File: config.mk
export PLATFORM = sky130hd
export DESIGN_NAME = lcdbus_engine
export DESIGN_NICKNAME = d
export VERILOG_FILES = /design/src/rtl/lcdbus_pkg.sv /design/src/rtl/lcdbus_strobe.sv /design/src/rtl/lcdbus_nibble.sv /design/src/rtl/lcdbus_engine.sv
export SDC_FILE = /design/constraint.sdc
export NUM_CORES = 1
export LEC_CHECK = 0
export ABC_AREA = 1
export BUFFER_PORTS_ARGS = -buffer_cell sky130_fd_sc_hd__clkbuf_2
export CORE_MARGIN = 2
export CORE_UTILIZATION = 55
export DETAILED_ROUTE_END_ITERATION = 10
export PLACE_DENSITY_LB_ADDON = 0.2
export SYNTH_ARGS = -nofsm -noshare
export SYNTH_HDL_FRONTEND = slang
export SYNTH_SLANG_ARGS = --single-unit
File: constraint.sdc
create_clock -name clk -period 2.5 [get_ports clk]
set_input_delay 0.5 -clock clk [delete_from_list [all_inputs] [get_ports clk]]
set_output_delay 0.5 -clock clk [all_outputs]
set_load 0.02 [all_outputs]
File: src/rtl/lcdbus_pkg.sv
// Shared types and compile-time helpers for the display bus cycle engine.
// Assumes all timing values are positive nanosecond figures.
package lcdbus_pkg;

    // Round a nanosecond minimum up to whole clock cycles.
    function automatic int ns2cyc(input int ns, input int period_ns);
        return (ns + period_ns - 1) / period_ns;
    endfunction

    // Larger of two integers.
    function automatic int imax(input int a, input int b);
        return (a > b) ? a : b;
    endfunction

    // Phases of one enable strobe.
    typedef enum logic [1:0] {
        PH_IDLE  = 2'd0,
        PH_SETUP = 2'd1,
        PH_EHI   = 2'd2,
        PH_ELO   = 2'd3
    } phase_t;

    // Access sequencer states.
    typedef enum logic [1:0] {
        SQ_IDLE   = 2'd0,
        SQ_LAUNCH = 2'd1,
        SQ_WAIT   = 2'd2
    } seq_t;

endpackage

File: src/rtl/lcdbus_strobe.sv
// One enable strobe: address setup, enable high, then enable low (hold and
// recovery). It starts on a one-cycle start pulse while idle. It flags the
// last high cycle (read sampling point) and the last low cycle (finish).
// Assumes every count parameter is at least 1.
module lcdbus_strobe
    import lcdbus_pkg::*;
#(
    parameter int SETUP_CYC = 2,
    parameter int HIGH_CYC  = 8,
    parameter int LOW_CYC   = 12
) (
    input  logic clk,
    input  logic rst_n,
    input  logic start,
    output logic e_out,
    output logic sample,
    output logic fin
);
    localparam int MAXC  = imax(SETUP_CYC, imax(HIGH_CYC, LOW_CYC));
    localparam int CNT_W = $clog2(MAXC + 1);
    localparam int RUN_W = CNT_W + 1;
    localparam logic [CNT_W-1:0] S_LD = CNT_W'(SETUP_CYC - 1);
    localparam logic [CNT_W-1:0] H_LD = CNT_W'(HIGH_CYC - 1);
    localparam logic [CNT_W-1:0] L_LD = CNT_W'(LOW_CYC - 1);

    phase_t           ph;
    logic [CNT_W-1:0] cnt;

    // Advance the strobe phase when its cycle count runs out.
    always_ff @(posedge clk) begin
        if (!rst_n) begin
            ph  <= PH_IDLE;
            cnt <= '0;
        end else begin
            case (ph)
                PH_IDLE: begin
                    if (start) begin
                        ph  <= PH_SETUP;
                        cnt <= S_LD;
                    end
                end
                PH_SETUP: begin
                    if (cnt == '0) begin
                        ph  <= PH_EHI;
                        cnt <= H_LD;
                    end else begin
                        cnt <= cnt - 1'b1;
                    end
                end
                PH_EHI: begin
                    if (cnt == '0) begin
                        ph  <= PH_ELO;
                        cnt <= L_LD;
                    end else begin
                        cnt <= cnt - 1'b1;
                    end
                end
                default: begin
                    if (cnt == '0) ph <= PH_IDLE;
                    else           cnt <= cnt - 1'b1;
                end
            endcase
        end
    end

    assign e_out  = (ph == PH_EHI);
    assign sample = (ph == PH_EHI) && (cnt == '0);
    assign fin    = (ph == PH_ELO) && (cnt == '0);

    // Run lengths of the enable level, kept for the timing checks.
    logic [RUN_W-1:0] run_hi;
    logic [RUN_W-1:0] run_lo;

    // Count consecutive high cycles and saturating low cycles of the enable.
    always_ff @(posedge clk) begin
        if (!rst_n) begin
            run_hi <= '0;
            run_lo <= RUN_W'(LOW_CYC);
        end else if (e_out) begin
            run_hi <= run_hi + 1'b1;
            run_lo <= '0;
        end else begin
            run_hi <= '0;
            if (run_lo < RUN_W'(LOW_CYC)) run_lo <= run_lo + 1'b1;
        end
    end

    AST_E_HIGH_LEN: assert property (@(posedge clk) disable iff (!rst_n)
        $fell(e_out) |-> run_hi == RUN_W'(HIGH_CYC));
    AST_E_LOW_LEN: assert property (@(posedge clk) disable iff (!rst_n)
        $rose(e_out) |-> run_lo >= RUN_W'(LOW_CYC));

endmodule

File: src/rtl/lcdbus_nibble.sv
// Data path steering. It selects the byte or the nibble to drive and merges
// read data into the assembly register. In nibble mode only the upper half
// of the bus carries data and the lower half is driven to zero.
// Assumes DATA_W is even.
module lcdbus_nibble #(
    parameter int DATA_W = 8
) (
    input  logic              four_bit,
    input  logic              nib_sel,
    input  logic [DATA_W-1:0] wdata,
    input  logic [DATA_W-1:0] db_in,
    input  logic [DATA_W-1:0] asm_in,
    output logic [DATA_W-1:0] db_out,
    output logic [DATA_W-1:0] asm_next
);
    localparam int NIB_W = DATA_W / 2;

    logic [NIB_W-1:0] hi_w, lo_w, hi_in;

    assign hi_w  = wdata[DATA_W-1:NIB_W];
    assign lo_w  = wdata[NIB_W-1:0];
    assign hi_in = db_in[DATA_W-1:NIB_W];

    // Pick the value placed on the bus for the current strobe.
    always_comb begin
        if (!four_bit)    db_out = wdata;
        else if (!nib_sel) db_out = {hi_w, {NIB_W{1'b0}}};
        else              db_out = {lo_w, {NIB_W{1'b0}}};
    end

    // Merge sampled bus data into the byte under assembly.
    always_comb begin
        if (!four_bit)    asm_next = db_in;
        else if (!nib_sel) asm_next = {hi_in, asm_in[NIB_W-1:0]};
        else              asm_next = {asm_in[DATA_W-1:NIB_W], hi_in};
    end

endmodule

File: src/rtl/lcdbus_engine.sv
// Bus cycle engine for a parallel character display controller. It takes one
// request while idle and runs one or two strobes per byte. In poll mode it
// repeats status reads until the busy bit clears or the limit is reached.
// Assumes the requester holds the request fields only for the accept cycle.
module lcdbus_engine
    import lcdbus_pkg::*;
#(
    parameter int CLK_PERIOD_NS = 20,
    parameter int T_AS_NS       = 30,
    parameter int T_AH_NS       = 10,
    parameter int T_PW_NS       = 150,
    parameter int T_CYC_NS      = 400,
    parameter int T_DSW_NS      = 40,
    parameter int T_DH_NS       = 10,
    parameter int T_DDR_NS      = 100,
    parameter int DATA_W        = 8,
    parameter int POLL_W        = 8
) (
    input  logic              clk,
    input  logic              rst_n,
    input  logic              req_valid,
    input  logic              req_rs,
    input  logic              req_rw,
    input  logic [DATA_W-1:0] req_data,
    input  logic              req_nibble,
    input  logic              req_poll,
    input  logic [POLL_W-1:0] poll_limit,
    output logic              busy_o,
    output logic              done,
    output logic              timeout_err,
    output logic [DATA_W-1:0] rd_data,
    output logic              lcd_rs,
    output logic              lcd_rw,
    output logic              lcd_e,
    output logic [DATA_W-1:0] lcd_db_out,
    output logic              lcd_db_oe,
    input  logic [DATA_W-1:0] lcd_db_in
);
    localparam int SETUP_CYC = imax(1, ns2cyc(T_AS_NS, CLK_PERIOD_NS));
    localparam int HIGH_CYC  = imax(ns2cyc(T_PW_NS, CLK_PERIOD_NS),
                               imax(ns2cyc(T_DSW_NS, CLK_PERIOD_NS),
                                    ns2cyc(T_DDR_NS, CLK_PERIOD_NS) + 1));
    localparam int LOW_RAW   = imax(ns2cyc(T_PW_NS, CLK_PERIOD_NS),
                               imax(ns2cyc(T_AH_NS, CLK_PERIOD_NS),
                                    ns2cyc(T_DH_NS, CLK_PERIOD_NS)));
    localparam int LOW_CYC   = imax(1, imax(LOW_RAW,
                                    ns2cyc(T_CYC_NS, CLK_PERIOD_NS) - HIGH_CYC));

    seq_t              sq;
    logic              rs_q, rw_q, m4_q, poll_q, nib_q;
    logic [DATA_W-1:0] wd_q, asm_q, rd_q;
    logic [POLL_W-1:0] lim_q, pcnt;
    logic              done_q, to_q;
    logic              stb_start, stb_e, stb_sample, stb_fin;
    logic [DATA_W-1:0] asm_next, db_mux;
    logic              more_polls;

    assign stb_start  = (sq == SQ_LAUNCH);
    assign more_polls = ({1'b0, pcnt} + 1'b1) < {1'b0, lim_q};

    lcdbus_strobe #(
        .SETUP_CYC (SETUP_CYC),
        .HIGH_CYC  (HIGH_CYC),
        .LOW_CYC   (LOW_CYC)
    ) u_strobe (
        .clk    (clk),
        .rst_n  (rst_n),
        .start  (stb_start),
        .e_out  (stb_e),
        .sample (stb_sample),
        .fin    (stb_fin)
    );

    lcdbus_nibble #(
        .DATA_W (DATA_W)
    ) u_nibble (
        .four_bit (m4_q),
        .nib_sel  (nib_q),
        .wdata    (wd_q),
        .db_in    (lcd_db_in),
        .asm_in   (asm_q),
        .db_out   (db_mux),
        .asm_next (asm_next)
    );

    // Sequence strobes for one access, nibble halves and poll repeats.
    always_ff @(posedge clk) begin
        if (!rst_n) begin
            sq     <= SQ_IDLE;
            rs_q   <= 1'b0;
            rw_q   <= 1'b0;
            m4_q   <= 1'b0;
            poll_q <= 1'b0;
            nib_q  <= 1'b0;
            wd_q   <= '0;
            asm_q  <= '0;
            rd_q   <= '0;
            lim_q  <= '0;
            pcnt   <= '0;
            done_q <= 1'b0;
            to_q   <= 1'b0;
        end else begin
            done_q <= 1'b0;
            to_q   <= 1'b0;
            case (sq)
                SQ_IDLE: begin
                    if (req_valid) begin
                        rs_q   <= req_poll ? 1'b0 : req_rs;
                        rw_q   <= req_poll ? 1'b1 : req_rw;
                        wd_q   <= req_data;
                        m4_q   <= req_nibble;
                        poll_q <= req_poll;
                        lim_q  <= (poll_limit == '0) ? POLL_W'(1) : poll_limit;
                        pcnt   <= '0;
                        nib_q  <= 1'b0;
                        sq     <= SQ_LAUNCH;
                    end
                end
                SQ_LAUNCH: sq <= SQ_WAIT;
                SQ_WAIT: begin
                    if (stb_sample) asm_q <= asm_next;
                    if (stb_fin) begin
                        if (m4_q && !nib_q) begin
                            nib_q <= 1'b1;
                            sq    <= SQ_LAUNCH;
                        end else if (poll_q && asm_q[DATA_W-1] && more_polls) begin
                            pcnt  <= pcnt + 1'b1;
                            nib_q <= 1'b0;
                            sq    <= SQ_LAUNCH;
                        end else begin
                            sq     <= SQ_IDLE;
                            done_q <= 1'b1;
                            to_q   <= poll_q && asm_q[DATA_W-1];
                            if (rw_q) rd_q <= asm_q;
                        end
                    end
                end
                default: sq <= SQ_IDLE;
            endcase
        end
    end

    assign busy_o      = (sq != SQ_IDLE);
    assign done        = done_q;
    assign timeout_err = to_q;
    assign rd_data     = rd_q;
    assign lcd_rs      = rs_q;
    assign lcd_rw      = rw_q;
    assign lcd_e       = stb_e;
    assign lcd_db_out  = db_mux;
    assign lcd_db_oe   = busy_o && !rw_q;

    AST_CTRL_STEADY_E: assert property (@(posedge clk) disable iff (!rst_n)
        lcd_e |-> $stable(lcd_rs) && $stable(lcd_rw));
    AST_DATA_HOLD_FALL: assert property (@(posedge clk) disable iff (!rst_n)
        $fell(lcd_e) |-> $stable(lcd_db_out) && $stable(lcd_db_oe));
    AST_DONE_SINGLE: assert property (@(posedge clk) disable iff (!rst_n)
        done |=> !done);
    AST_DONE_E_LOW: assert property (@(posedge clk) disable iff (!rst_n)
        done |-> !lcd_e);
    AST_BUSY_IGNORE: assert property (@(posedge clk) disable iff (!rst_n)
        (busy_o && req_valid) |=> $stable(lcd_rs) && $stable(lcd_rw));
    AST_TIMEOUT_WITH_DONE: assert property (@(posedge clk) disable iff (!rst_n)
        timeout_err |-> done);

endmodule

==> metrics.txt <==
Tot Pwr=2.61 mW; vias in the first global route=2,131; drt total wl=6200 um; switching part of the total=0.396; Worst Setup End Kind=flop; post-route ant nets=0; NetSw=between 1 and 1.5 mW; Hold WC Path Type=input port to flop; antenna violations before repair=0; Mapped Nets=440; WP data arrival=around 2.6 ns; Peak VDD IR=0.000637 V; max-cap violations=0; First DRT Iteration DRCs=204; DRC violation count after routing=0; crit path kind=flop to flop; Synth Instances=approximately 400; Via Count=~2,700; Slew HR=0.627; total die area=between 5000 and 6000 um^2; Clock Latency Late Sink=slightly above 0.3 ns; Syn Std Cell Area=between 2000 and 3000 um^2; placed cell areas=approximately 3100 um^2; Final HPWL DP=roughly 4300 um; Ys Warns=0; sequential cell fraction of total power=0.412; LEAKAGE=roughly 1.6 nW; Hold WS=0.412 ns; Cell Pwr Density=775 nW/um^2; Ant. Diodes=0; CTS buffer count=5; global-route wire length before repair=around 9300 um; sequential-to-total area share from yosys stat=0.392; GPL Wtd Cong=around 0.87; Worst setup SP type=flop; commonest non-fill, non-tap cell in the layout=nor2_1; Int Pwr=around 1.6 mW; Placeable Area=around 5000 um^2; Layout area overhead=20.0%; outcome=completed; H-tree depth=2; Vias/cell=slightly above 5; commonest cells after routing, fill and taps aside=nor2_1 (64), nand2_1 (63), inv_1 (56); cell chosen for the clock root=clkbuf_8; gr usage total=0.211; GRT overflow=0; TritonCTS clock tree=done; distinct cell type count after synthesis=31; Finished Cell Area=~3400 um^2; I/O pin count=54; # rows=26; DR WL/cell=11.8 um; DR pass1 iterations=4; Die Ht=~75 um; skew final=between 0.004 and 0.005 ns; Combinational Power Share=0.395; Tcrit/Tclk final=0.962; clock slew at reported path FFs=approximately 0.1 ns; Starting Density=0.560; CP Max Fanout=8; Setup-failing EPs final=0; #FFs+latches synth=55; Port Buffer Count=53; chip width=~75 um; Crit path required time=approximately 2.7 ns; largest net degree at the start of global routing=29; Clk pwr share=0.193; Slew Viols, Final=0; CTS Buffer Depth=2; Peak Freq=approximately 420 MHz; Fin. Hold Viols=0; clock period minus worst slack=roughly 2.4 ns; hold_buf cts=0; clock sink count=55; syn avg cell area=7.11 um^2; layout cells sized above 1=0.224; Slew @ Worst Pin=around 0.56 ns; fin nets=500
## cells in the mapped netlist, drive strengths merged
cell type | number | area, um^2
nor2 | 71 | 289
nand2 | 70 | 283
inv | 58 | 218
dfxtp | 55 | 1100
o21ai | 36 | 180
a21oi | 31 | 155
nand3 | 18 | 120
ha | 14 | 175
clkbuf | 7 | 26.3
a211oi | 6 | 45.0
a221oi | 5 | 43.8
buf | 5 | 36.3
xor2 | 5 | 43.8
nor3 | 4 | 20.0
a21o | 2 | 15.0
nand4 | 2 | 12.5
a32o | 1 | 10.0
nor4 | 1 | 6.26
o211ai | 1 | 7.51
o21bai | 1 | 7.51
o22ai | 1 | 6.26
or2 | 1 | 6.26
## path summary, 6_finish.rpt
check | from | to | slack [ns] | cells past startpoint
worst max register to register | pcnt[1] | pcnt[1] | 0.1 | 14
worst min-delay path | poll_limit[0] | lim_q[0] | 0.41 | 3
worst max-delay path | pcnt[1] | pcnt[1] | 0.1 | 14
worst min register to register | lim_q[1] | lim_q[1] | 0.47 | 2
## stage by stage
step	worst slack, ns	instances	setup TNS [ns]	util
2_1_floorplan	0.174	395	0	-
3_3_place_gp	0.174	510	0	0.624
3_5_place_dp	0.0922	510	0	0.624
4_1_cts	0.0690	518	0	0.643
5_1_grt	-0.0773	526	-0.268	0.672
6_report	0.0957	526	0	0.672
## routing by layer
layer / vias to the layer above / share of wire / GRT usage
li1: 1393 / - / -
met1: 1206 / 0.47 / 0.288
met2: 71 / 0.47 / 0.333
met3: 5 / 0.055 / 0.0450
met4: 0 / 0.0092 / 0.0682
met5: - / 0 / 0
## state kept, by name (all words and copies together) (netlist names)
| signal | cells |
|---|---|
| lim_q | 8 |
| pcnt | 8 |
| done | 1 |
| u_strobe.cnt | 4 |
| nib_q | 1 |
| rd_data | 8 |
| asm_q | 8 |
| sq | 2 |
| wd_q | 8 |
| lcd_rw | 1 |
| lcd_rs | 1 |
| u_strobe.ph | 2 |
| poll_q | 1 |
| timeout_err | 1 |
| m4_q | 1 |
## power groups by stage
stage	Sequential, mW	Combinational, mW	Clock, mW
floorplan	1.07	0.761	0
global placement	1.08	0.946	0
detailed placement	1.09	0.973	0
CTS	1.07	0.979	0.519
global route	1.09	1.17	0.565
finish	1.08	1.03	0.504
## cell type report
cell class,instances,area (um^2)
clock inverter,3,23.8
inverter,58,218
fill,464,1640
timing repair buffer,62,337
clock buffer,5,68.8
sequential,55,1110
multi-input combinational,273,1530
tap,70,87.6
## critical path: stages, from the launching register on
cell and delay [ns]:
dfxtp_2 0.38, ha_4 0.15, nand2_2 0.08, nor3_2 0.13, xor2_1 0.22, ha_1 0.27
a21o_1 0.19, nand3_2 0.07, nand2_2 0.06, nor2_4 0.12, nand3_4 0.20, nand2_4 0.19
nand3_1 0.11, nand2_1 0.10, nor2_1 0.04
## kinds of logic after synthesis
kind of cell               after synthesis  share of synthesized area
AOI/OAI and AO/OA                       84                      0.168
xor gates and xnor gates                 5                     0.0156
adders and majority gates               14                     0.0624
buffers and inverters                   70                     0.0998
DFF                                     55                      0.392
and+or+nand+nor                        167                      0.262
## repair_timing
item                       in CTS  in global routing
setup endpoints to repair       0                 17
resized for setup               0                 17
setup buffers                   0                  5
Note: power is estimated with default switching activity, not from simulation.
